--- src/rtl/fpu_rsv_pkg.sv ---
package fpu_rsv_pkg;
  localparam int NUM_RES = 6;
  localparam int PAT_W   = NUM_RES + 1;
  localparam int OP_W    = 3;

  localparam int RB_S0 = 0;
  localparam int RB_S1 = 1;
  localparam int RB_S2 = 2;
  localparam int RB_DV = 3;
  localparam int RB_MA = 4;
  localparam int RB_MB = 5;
  localparam int RB_MX = 6;  // "either multiply sub-unit", resolved per slot

  typedef enum logic [OP_W-1:0] {
    OP_SP_ARITH = 3'd0,
    OP_SP_DIV   = 3'd1,
    OP_SP_SQRT  = 3'd2,
    OP_DP_ARITH = 3'd3,
    OP_DP_DIV   = 3'd4,
    OP_CONV     = 3'd5,
    OP_INT_MUL  = 3'd6,
    OP_FPSCR_LD = 3'd7
  } op_cls_e;

  function automatic logic [PAT_W-1:0] slot_claim(op_cls_e c, int s);
    logic [PAT_W-1:0] p;
    p = '0;
    case (c)
      OP_SP_ARITH: begin
        if (s == 0) begin p[RB_S0] = 1'b1; p[RB_S1] = 1'b1; end
        if (s == 1) p[RB_S2] = 1'b1;
      end
      OP_SP_DIV: begin
        if (s <= 9) p[RB_DV] = 1'b1;
        if (s == 0) begin p[RB_S0] = 1'b1; p[RB_S1] = 1'b1; end
        if (s == 1 || s == 10) p[RB_S2] = 1'b1;
        if (s == 9) p[RB_S1] = 1'b1;
      end
      OP_SP_SQRT: begin
        if (s <= 8) p[RB_DV] = 1'b1;
        if (s == 0) begin p[RB_S0] = 1'b1; p[RB_S1] = 1'b1; end
        if (s == 1 || s == 9) p[RB_S2] = 1'b1;
        if (s == 8) p[RB_S1] = 1'b1;
      end
      OP_DP_ARITH: begin
        if (s == 0) begin p[RB_S0] = 1'b1; p[RB_S1] = 1'b1; end
        if (s >= 1 && s <= 5) begin p[RB_S1] = 1'b1; p[RB_S2] = 1'b1; end
        if (s == 6) p[RB_S2] = 1'b1;
      end
      OP_DP_DIV: begin
        if (s <= 21) p[RB_DV] = 1'b1;
        if (s == 0) begin p[RB_S0] = 1'b1; p[RB_S1] = 1'b1; end
        if (s == 1 || s == 20 || s == 21) begin p[RB_S1] = 1'b1; p[RB_S2] = 1'b1; end
        if (s == 2 || s == 22) p[RB_S2] = 1'b1;
        if (s == 19) p[RB_S1] = 1'b1;
      end
      OP_CONV: begin
        if (s == 0) begin p[RB_S0] = 1'b1; p[RB_S1] = 1'b1; end
        if (s == 1) begin p[RB_S1] = 1'b1; p[RB_S2] = 1'b1; end
        if (s == 2) p[RB_S2] = 1'b1;
      end
      OP_INT_MUL: begin
        if (s == 0) p[RB_MA] = 1'b1;
        if (s >= 1 && s <= 3) p[RB_MX] = 1'b1;
        if (s == 4) p[RB_S2] = 1'b1;
      end
      OP_FPSCR_LD: begin
        if (s >= 1 && s <= 3) p[RB_S1] = 1'b1;
      end
      default: p = '0;
    endcase
    return p;
  endfunction
endpackage

--- src/rtl/fpu_rsv_pattern.sv ---
module fpu_rsv_pattern
  import fpu_rsv_pkg::*;
#(
  parameter int DEPTH = 24
) (
  input  logic [OP_W-1:0]             cls_i,
  output logic [DEPTH-1:0][PAT_W-1:0] pat_o
);
  for (genvar k = 0; k < DEPTH; k++) begin : g_slot
    assign pat_o[k] = slot_claim(op_cls_e'(cls_i), k);
  end
endmodule

--- src/rtl/fpu_rsv_slot_res.sv ---
module fpu_rsv_slot_res
  import fpu_rsv_pkg::*;
(
  input  logic [PAT_W-1:0]   claim_i,
  input  logic               mb_busy_i,
  output logic [NUM_RES-1:0] take_o
);
  // "either" claim prefers MB so a following multiply can start on MA
  always_comb begin
    take_o = claim_i[NUM_RES-1:0];
    if (claim_i[RB_MX]) begin
      if (!mb_busy_i) take_o[RB_MB] = 1'b1;
      else            take_o[RB_MA] = 1'b1;
    end
  end
endmodule

--- src/rtl/fpu_rsv_table.sv ---
module fpu_rsv_table
  import fpu_rsv_pkg::*;
#(
  parameter int DEPTH = 24
) (
  input  logic                          clk_i,
  input  logic                          rst_ni,
  input  logic                          flush_i,
  input  logic                          commit_i,
  input  logic [DEPTH-1:0][NUM_RES-1:0] take_i,
  output logic                          conflict_o,
  output logic [DEPTH-1:0]              mb_busy_o
);
  logic [DEPTH-1:0][NUM_RES-1:0] slot_q, slot_d;
  logic [DEPTH-1:0]              hit;

  for (genvar k = 0; k < DEPTH; k++) begin : g_cmp
    logic mul_new, mul_old;
    assign mul_new  = take_i[k][RB_MA] | take_i[k][RB_MB];
    assign mul_old  = slot_q[k][RB_MA] | slot_q[k][RB_MB];
    assign hit[k]   = (|(take_i[k] & slot_q[k]))
                    | (take_i[k][RB_S1] & mul_old)
                    | (mul_new & slot_q[k][RB_S1]);
    assign mb_busy_o[k] = slot_q[k][RB_MB];

    a_r9_no_s1_mul_overlap: assert property (@(posedge clk_i) disable iff (!rst_ni)
      !(slot_q[k][RB_S1] && (slot_q[k][RB_MA] || slot_q[k][RB_MB])));
  end

  assign conflict_o = |hit;

  for (genvar k = 0; k < DEPTH - 1; k++) begin : g_shift
    assign slot_d[k] = slot_q[k+1] | (commit_i ? take_i[k+1] : '0);

    a_r11_nothing_new_without_commit: assert property (@(posedge clk_i) disable iff (!rst_ni)
      !commit_i |=> ((slot_q[k] & ~$past(slot_q[k+1])) == '0));
  end
  assign slot_d[DEPTH-1] = '0;

  always_ff @(posedge clk_i or negedge rst_ni) begin
    if (!rst_ni)      slot_q <= '0;
    else if (flush_i) slot_q <= '0;
    else              slot_q <= slot_d;
  end

  a_r12_flush_empties: assert property (@(posedge clk_i) disable iff (!rst_ni)
    flush_i |=> (slot_q == '0));
endmodule

--- src/rtl/fpu_rsv_scoreboard.sv ---
module fpu_rsv_scoreboard
  import fpu_rsv_pkg::*;
#(
  parameter int DEPTH = 24  // must cover the longest pattern (23 slots)
) (
  input  logic            clk_i,
  input  logic            rst_ni,
  input  logic            flush_i,
  input  logic            valid_i,
  input  logic [OP_W-1:0] op_class_i,
  output logic            stall_o,
  output logic            accept_o
);
  logic [DEPTH-1:0][PAT_W-1:0]   pat;
  logic [DEPTH-1:0][NUM_RES-1:0] take;
  logic [DEPTH-1:0]              mb_busy;
  logic                          conflict;

  fpu_rsv_pattern #(.DEPTH(DEPTH)) u_pat (
    .cls_i (op_class_i),
    .pat_o (pat)
  );

  for (genvar k = 0; k < DEPTH; k++) begin : g_res
    fpu_rsv_slot_res u_res (
      .claim_i   (pat[k]),
      .mb_busy_i (mb_busy[k]),
      .take_o    (take[k])
    );
  end

  fpu_rsv_table #(.DEPTH(DEPTH)) u_tab (
    .clk_i      (clk_i),
    .rst_ni     (rst_ni),
    .flush_i    (flush_i),
    .commit_i   (accept_o),
    .take_i     (take),
    .conflict_o (conflict),
    .mb_busy_o  (mb_busy)
  );

  assign stall_o  = valid_i & conflict;
  assign accept_o = valid_i & ~stall_o & ~flush_i;

  a_r11_stall_needs_valid: assert property (@(posedge clk_i) disable iff (!rst_ni)
    stall_o |-> valid_i);
  a_r12_no_commit_on_flush: assert property (@(posedge clk_i) disable iff (!rst_ni)
    flush_i |-> !accept_o);
endmodule

--- config.mk ---
export PLATFORM = sky130hd
export DESIGN_NAME = fpu_rsv_scoreboard
export DESIGN_NICKNAME = d
export VERILOG_FILES = /design/src/rtl/fpu_rsv_pkg.sv /design/src/rtl/fpu_rsv_pattern.sv /design/src/rtl/fpu_rsv_slot_res.sv /design/src/rtl/fpu_rsv_table.sv /design/src/rtl/fpu_rsv_scoreboard.sv
export SDC_FILE = /design/constraint.sdc
export NUM_CORES = 1
export LEC_CHECK = 0
export BUFFER_PORTS_ARGS = -buffer_cell sky130_fd_sc_hd__buf_2
export CAP_MARGIN = 5
export CORE_UTILIZATION = 64
export CTS_CLUSTER_DIAMETER = 40
export DETAILED_ROUTE_END_ITERATION = 10
export GPL_TIMING_DRIVEN = 0
export PLACE_DENSITY_LB_ADDON = 0.25
export SYNTH_ARGS = -nofsm -noshare
export SYNTH_HDL_FRONTEND = slang
export SYNTH_SLANG_ARGS = --single-unit
export TNS_END_PERCENT = 1
--- constraint.sdc ---
create_clock -name clk_i -period 3.67 [get_ports clk_i]
set_input_delay 0.367 -clock clk_i [delete_from_list [all_inputs] [get_ports clk_i]]
set_output_delay 0.367 -clock clk_i [all_outputs]
set_load 0.03 [all_outputs]
==> implementation parameters, run 1 <==
Parameter                              Value

Outcome
  Result of the run    finished, final reports clean

Routing
  Post-DR wirelength/cell    15.7 µm
  Antenna Nets Post-Route    0
  Number of iterations in the first detailed-routing pass    4
  DRC errors left    0
  Total routed wirelength    3880 µm
  Mean number of vias per cell    5.81
  Via Count    1442
  Detailed router's first-iteration violation count    102

Synthesis
  Net count after synthesis    196
  Yosys cell types    39
  Count of flip-flops with a built-in enable after synthesis    0
  Prevailing post-synth register cell    dfrtp_1
  Yosys warning count    0
  Number of synthesized register bits    47
  Post-synthesis area per instance    10.7 µm²
  Synthesized netlist cell count    189
  Async S/R FF share, synth    100%
  Post-synth design cell area    2030 µm²
  Sequential-to-total area share from yosys stat    58.0%

Global route
  Overall fraction of global-route tracks in use    27.0%
  Overall overflow remaining after global route    0
  First-pass GRT wire length    6600 µm
  Largest net degree at the start of global routing    48
  Vias in the first global route    1428
  Most congested layer reported by global routing    met2
  Global-route met2 utilization    42.2%
  Number of antenna violations at the first check in global routing    0
  Global routing met3 resource utilization    7.81%
  Met1 Use GR    36.1%

Floorplan
  Row Count    20
  Die outline area    3400 µm²
  Horizontal die dimension    58.3 µm
  Vertical extent of the die    58.3 µm
  Effective utilization at floorplan    66.9%
  I/O pin count    9
  Placeable core region    3030 µm²

Power and ir drop
  Total power    940 µW
  Switching power share of the total    26.7%
  Clock network fraction of design power    29.0%
  Reported net switching power    251 µW
  Reg power frac    57.9%
  Share of power burned in combinational logic    13.1%
  P per Cell Area    429 nW/µm²
  Internal    689 µW
  Largest voltage drop on the vdd net    337 µV
  P_leak    0.000971 µW

Cells and area
  Area growth from synthesis to layout    8.02%
  Antenna diode count    0
  Final net count    210
  Ratio of cells with drive above 1 in the final layout    14.2%

Timing
  Setup TNS after final layout    0 ns
  Slew at the pin closest to its max-slew limit    0.995 ns
  Hold violation total from the final report    0
  Slew headroom    33.7%
  Count of endpoints failing setup in the final report    0
  Period utilization    77.1%
  Post-Route Skew    0.00864 ns
  RSZ-0062 raised after global routing    no
  Peak clock frequency supported by timing    0.353 GHz
  Post-layout minimum cycle time    2.83 ns
  Max Transition Viols Final    0

Clocking
  Clock tree from TritonCTS    built
  Number of setup buffers added after CTS    0
  CTS resizes    0
  CTS HTree Levels    2
  Clock insertion delay at the later pin of the skew report    0.36 ns
  Number of hold-repair buffers added at the cts stage    0
  Maximum root-to-sink buffer count    2
  Clock transition time at the flip-flop clock pins of the worst setup and hold paths    0.13 ns
  Num Clock Sinks    47
  CTS Root Cell    clkbuf_4
  Number of buffers created by CTS    5

Setup path
  Type of the setup path with the least slack    register to primary output
  Worst reg2reg setup slack    1.55 ns
  Data required time of the critical path    3.30 ns
  Capturing element type of the critical path    primary output
  Data arrival, critical path    2.46 ns
  Maximum fanout encountered on the critical timing path    10
  Setup crit start kind    register

Place
  Number of buffers inserted by port buffering    7
  Weighted congestion at the end of routability-driven global placement    0.861
  HPWL Detailed    2660 µm

Flow run
  Max-cap violation count    0

Min path
  Path type of the worst min-delay path    input port to async pin
-- power groups by stage --
stage / combinational [µW] / clock [µW] / sequential [µW]
after floorplan: 86.3 / 0 / 551
after global placement: 117 / 0 / 553
after detailed placement: 123 / 0 / 554
after CTS: 124 / 275 / 544
after global routing: 137 / 294 / 546
final: 123 / 272 / 544
-- cells in the final DEF (no fill, tap or decap), types with 2 or more instances in the layout --
master / instances
clkbuf_4: 5
nor2b_1: 12
a21oi_1: 4
buf_2: 8
inv_1: 32
a31oi_1: 2
o22ai_2: 3
clkbuf_1: 8
nand2_1: 4
o32ai_1: 4
dfrtp_1: 47
nor2_1: 6
nand2b_1: 3
nand3_1: 3
o22ai_1: 5
clkbuf_8: 2
buf_6: 2
nor3_1: 3
a31o_2: 2
nor4_1: 3
a311oi_1: 2
nand4_1: 3
o21ai_0: 22
-- final timing paths --
path	start	end	depth (start not counted)
min	rst_ni	u_tab.slot_q[10]$_DFF_PN0_	1
min in group clk_i	flush_i	u_tab.slot_q[110]$_DFF_PN0_	2
max	u_tab.slot_q[14]$_DFF_PN0_	accept_o	7
max in group asynchronous	rst_ni	u_tab.slot_q[3]$_DFF_PN0_	1
max reg2reg	u_tab.slot_q[14]$_DFF_PN0_	u_tab.slot_q[75]$_DFF_PN0_	5
min reg2reg	u_tab.slot_q[74]$_DFF_PN0_	u_tab.slot_q[68]$_DFF_PN0_	1
-- state kept, by name (all words and copies together), names as in the netlist --
signal / cells
u_tab.slot_q: 44
u_tab.mb_busy_o: 3
-- cell type report --
class / count / area (µm²)
multi-input combinational: 99 / 673
clock inverter: 1 / 7.51
buffer: 11 / 57.6
tap: 44 / 55.1
sequential: 47 / 1180
timing repair buffer: 7 / 35.0
inverter: 32 / 120
clock buffer: 7 / 65.1
fill: 218 / 838
-- cell usage after synthesis (2+ instances only) --
cell type	number	share of area, %
dfrtp_1	47	58
inv_1	32	5.9
o21ai_0	22	5.4
nor2b_1	12	3.7
clkbuf_1	8	1.5
nor2_1	6	1.1
o22ai_1	5	1.5
a21oi_1	4	0.99
nand2_1	4	0.74
o32ai_1	4	1.7
nand2b_1	3	0.93
nand3_1	3	0.74
nand4_1	3	0.93
nor3_1	3	0.74
nor4_1	3	0.93
o22ai_2	3	1.9
a311oi_1	2	0.86
a31o_2	2	0.86
a31oi_1	2	0.62
buf_6	2	1.1
-- critical path: stages (launching register included) --
cell and delay (ns):
dfrtp_1 0.44, a311oi_1 0.33, a21oi_1 0.12, a2111oi_4 0.50, nand4_4 0.23, buf_6 0.23, inv_1 0.06, buf_2 0.19
-- logic make-up (layout without fill, tap and decap cells) --
logic type,after synthesis,after routing,share of synthesized area (%)
XOR/XNOR,2,2,0.864
buffers and inverters,43,58,8.77
AO/OA/AOI/OAI,52,52,18.5
flip-flops,47,47,58.0
AND/OR/NAND/NOR,45,45,13.8
-- per-stage QoR --
| stage | hold slack [ns] | worst slack, ns | instance area (µm²) | std cells | util (%) |
|---|---|---|---|---|---|
| after CTS | 0.194 | 0.864 | 2190 | 248 | 72.3 |
| after global placement | 0.448 | 1.08 | 2120 | 240 | 69.9 |
| after global routing | 0.238 | 0.692 | 2190 | 248 | 72.3 |
| final | 0.156 | 0.840 | 2190 | 248 | 72.3 |
| after detailed placement | 0.456 | 0.960 | 2120 | 240 | 69.9 |
| after floorplan | 0.0714 | 1.33 | 2030 | 189 | - |
-- per-layer routing --
layer,up-vias,wire [µm]
met5,-,0
met4,0,68
met3,9,190
met2,40,1880
met1,719,1740
li1,674,-
(Power assumes the default switching activity.)
==> run 2, diff against run 1 <==
--- a/config.mk
+++ b/config.mk
@@ -7,7 +7,7 @@
 export LEC_CHECK = 0
 export BUFFER_PORTS_ARGS = -buffer_cell sky130_fd_sc_hd__buf_2
 export CAP_MARGIN = 5
-export CORE_UTILIZATION = 64
+export CORE_UTILIZATION = 54
 export CTS_CLUSTER_DIAMETER = 40
 export DETAILED_ROUTE_END_ITERATION = 10
 export GPL_TIMING_DRIVEN = 0
==> constraint.sdc (replaced) <==
create_clock -name clk_i -period 2.5 [get_ports clk_i]
set_input_delay 0.25 -clock clk_i [delete_from_list [all_inputs] [get_ports clk_i]]
set_output_delay 0.25 -clock clk_i [all_outputs]
set_load 0.03 [all_outputs]
==> implementation parameters, run 2 (synthesis results as in run 1) <==
Parameter                              Value

Setup path
  Crit. path cell count    7
  Setup crit start kind    register
  Buffers & Inverters on Critical Path    2
  R2R Path Start    u_tab.slot_q[13]$_DFF_PN0_
  R2R depth    8
  Cell at the slowest stage of the critical path    dfrtp_1
  Kind of cell with the highest combined delay on the critical path    compound AO/OA/AOI/OAI gates
  Maximum fanout encountered on the critical timing path    4
  Cells along the critical path    o31ai_2 > nand3_1 > a2111oi_4 > buf_4 > nand3_2 > o31a_1 > buf_2
  Data required time of the critical path    2.25 ns
  Type of the setup path with the least slack    register to primary output
  Largest stage delay, worst path    0.42 ns
  Reg2reg end    u_tab.mb_busy_o[0]$_DFF_PN0_
  Data arrival, critical path    2.21 ns
  Worst reg2reg setup slack    0.46 ns
  Capturing element type of the critical path    primary output

Timing
  Slew headroom    33.2%
  Post-layout minimum cycle time    2.46 ns
  Post-Route Skew    0.00524 ns
  Slew at the pin closest to its max-slew limit    1.00 ns
  Hold violation total from the final report    0
  RSZ-0062 raised after global routing    yes
  Peak clock frequency supported by timing    0.406 GHz
  Period utilization    98.5%
  Max Transition Viols Final    0
  Count of endpoints failing setup in the final report    0

Cells and area
  Utilization after layout    66.6%
  Number of flip-flops under the largest register name    44
  Register name with the most flops    u_tab.slot_q
  Antenna diode count    0
  Area growth from synthesis to layout    14.0%
  Commonest non-fill, non-tap cell in the layout    dfrtp_1
  Ratio of cells with drive above 1 in the final layout    18.6%
  Final net count    216
  Non-filler instance count after layout    256
  Leading cell types in the layout, fill and taps excluded    dfrtp_1 (46), inv_1 (32), o21ai_0 (21)

Place
  Number of buffers inserted by port buffering    7
  HPWL Detailed    2650 µm
  Number of placed cells counting well taps    242
  Weighted congestion at the end of routability-driven global placement    0.875

Clocking
  CTS HTree Levels    2
  Number of buffers created by CTS    5
  Clock transition time at the flip-flop clock pins of the worst setup and hold paths    0.08 ns
  Clock insertion delay at the later pin of the skew report    0.29 ns
  Maximum root-to-sink buffer count    2
  Num Clock Sinks    47
  Number of hold-repair buffers added at the cts stage    0
  CTS Root Cell    clkbuf_8
  Clock tree from TritonCTS    built

Global route
  Overall fraction of global-route tracks in use    22.3%
  Vias in the first global route    1447
  Overall overflow remaining after global route    0
  Largest net degree at the start of global routing    48
  Number of antenna violations at the first check in global routing    0
  First-pass GRT wire length    6770 µm

Floorplan
  Die outline area    4000 µm²
  Vertical extent of the die    63.3 µm
  Row Count    21
  Effective utilization at floorplan    58.4%
  Placeable core region    3470 µm²
  Horizontal die dimension    63.3 µm
  I/O pin count    9

Routing
  Post-DR wirelength/cell    15.4 µm
  Mean number of vias per cell    5.68
  Number of iterations in the first detailed-routing pass    4
  Via Count    1453
  Total routed wirelength    3950 µm
  Detailed router's first-iteration violation count    85
  Antenna Nets Post-Route    0
  DRC errors left    0

Flow run
  Max-cap violation count    0

Power and ir drop
  Largest voltage drop on the vdd net    451 µV
  P per Cell Area    681 nW/µm²
  P_leak    0.00102 µW

Min path
  Path type of the worst min-delay path    input port to async pin

Outcome
  Result of the run    finished, final reports clean
[run 2: cell count changes in the layout (fill, tap and decap cells not counted), sizes merged]
cell	change
bufinv	+1
clkinvlp	-1
clkbuf	-1
buf	+6
clkinv	+1
[run 2: metal layers]
metal | vias to the layer above | track usage (%) | wire (µm)
li1 | 681 | - | -
met1 | 726 | 31.1 | 1780
met2 | 40 | 34.0 | 1920
met3 | 6 | 5.98 | 192
met4 | 0 | 7.39 | 51
met5 | - | 0 | 0
[run 2: stage by stage]
step	total power (µW)	area (µm²)	worst slack, ns	setup TNS [ns]	hold slack [ns]
floorplan	936	2030	0.396	0	-0.0456
global placement	987	2120	0.143	0	0.449
detailed placement	993	2120	0.0812	0	0.454
CTS	1570	2260	0.00309	0	0.149
global route	1640	2310	-0.0492	-0.0568	0.193
finish	1570	2310	0.0379	0	0.117
[run 2: worst max path at each step]
| stage | to | startpoint | slack, ns |
|---|---|---|---|
| detailed placement | accept_o | op_class_i[0] | 0.08 |
| global route | stall_o | u_tab.slot_q[9]$_DFF_PN0_ | -0.05 |
| floorplan | accept_o | op_class_i[2] | 0.40 |
| CTS | stall_o | u_tab.slot_q[9]$_DFF_PN0_ | 0.003 |
| global placement | accept_o | op_class_i[0] | 0.14 |
| finish | stall_o | u_tab.slot_q[13]$_DFF_PN0_ | 0.04 |
[run 2: repair_timing]
item / 4_1_cts / 5_1_grt
endpoints found under the setup margin: 2 / 2
pin swaps: 1 / 3
resized for setup: 2 / 6
gates cloned: 0 / 0
buffers inserted: 2 / 4
[run 2: cell type report]
class	count	area (µm²)
clock inverters	2	35.0
fillers	274	1160
multi-input cells	99	697
clock buffers	6	82.6
plain buffers	11	57.6
well taps	46	57.6
repair buffers	13	82.6
flip-flops and latches	47	1180
inverters	32	120
[run 2: where the power goes]
group | switching, µW | internal, µW | leakage [µW]
clock | 243 | 324 | 0.0000612
combinational | 129 | 79.0 | 0.000313
sequential | 13.6 | 785 | 0.000650
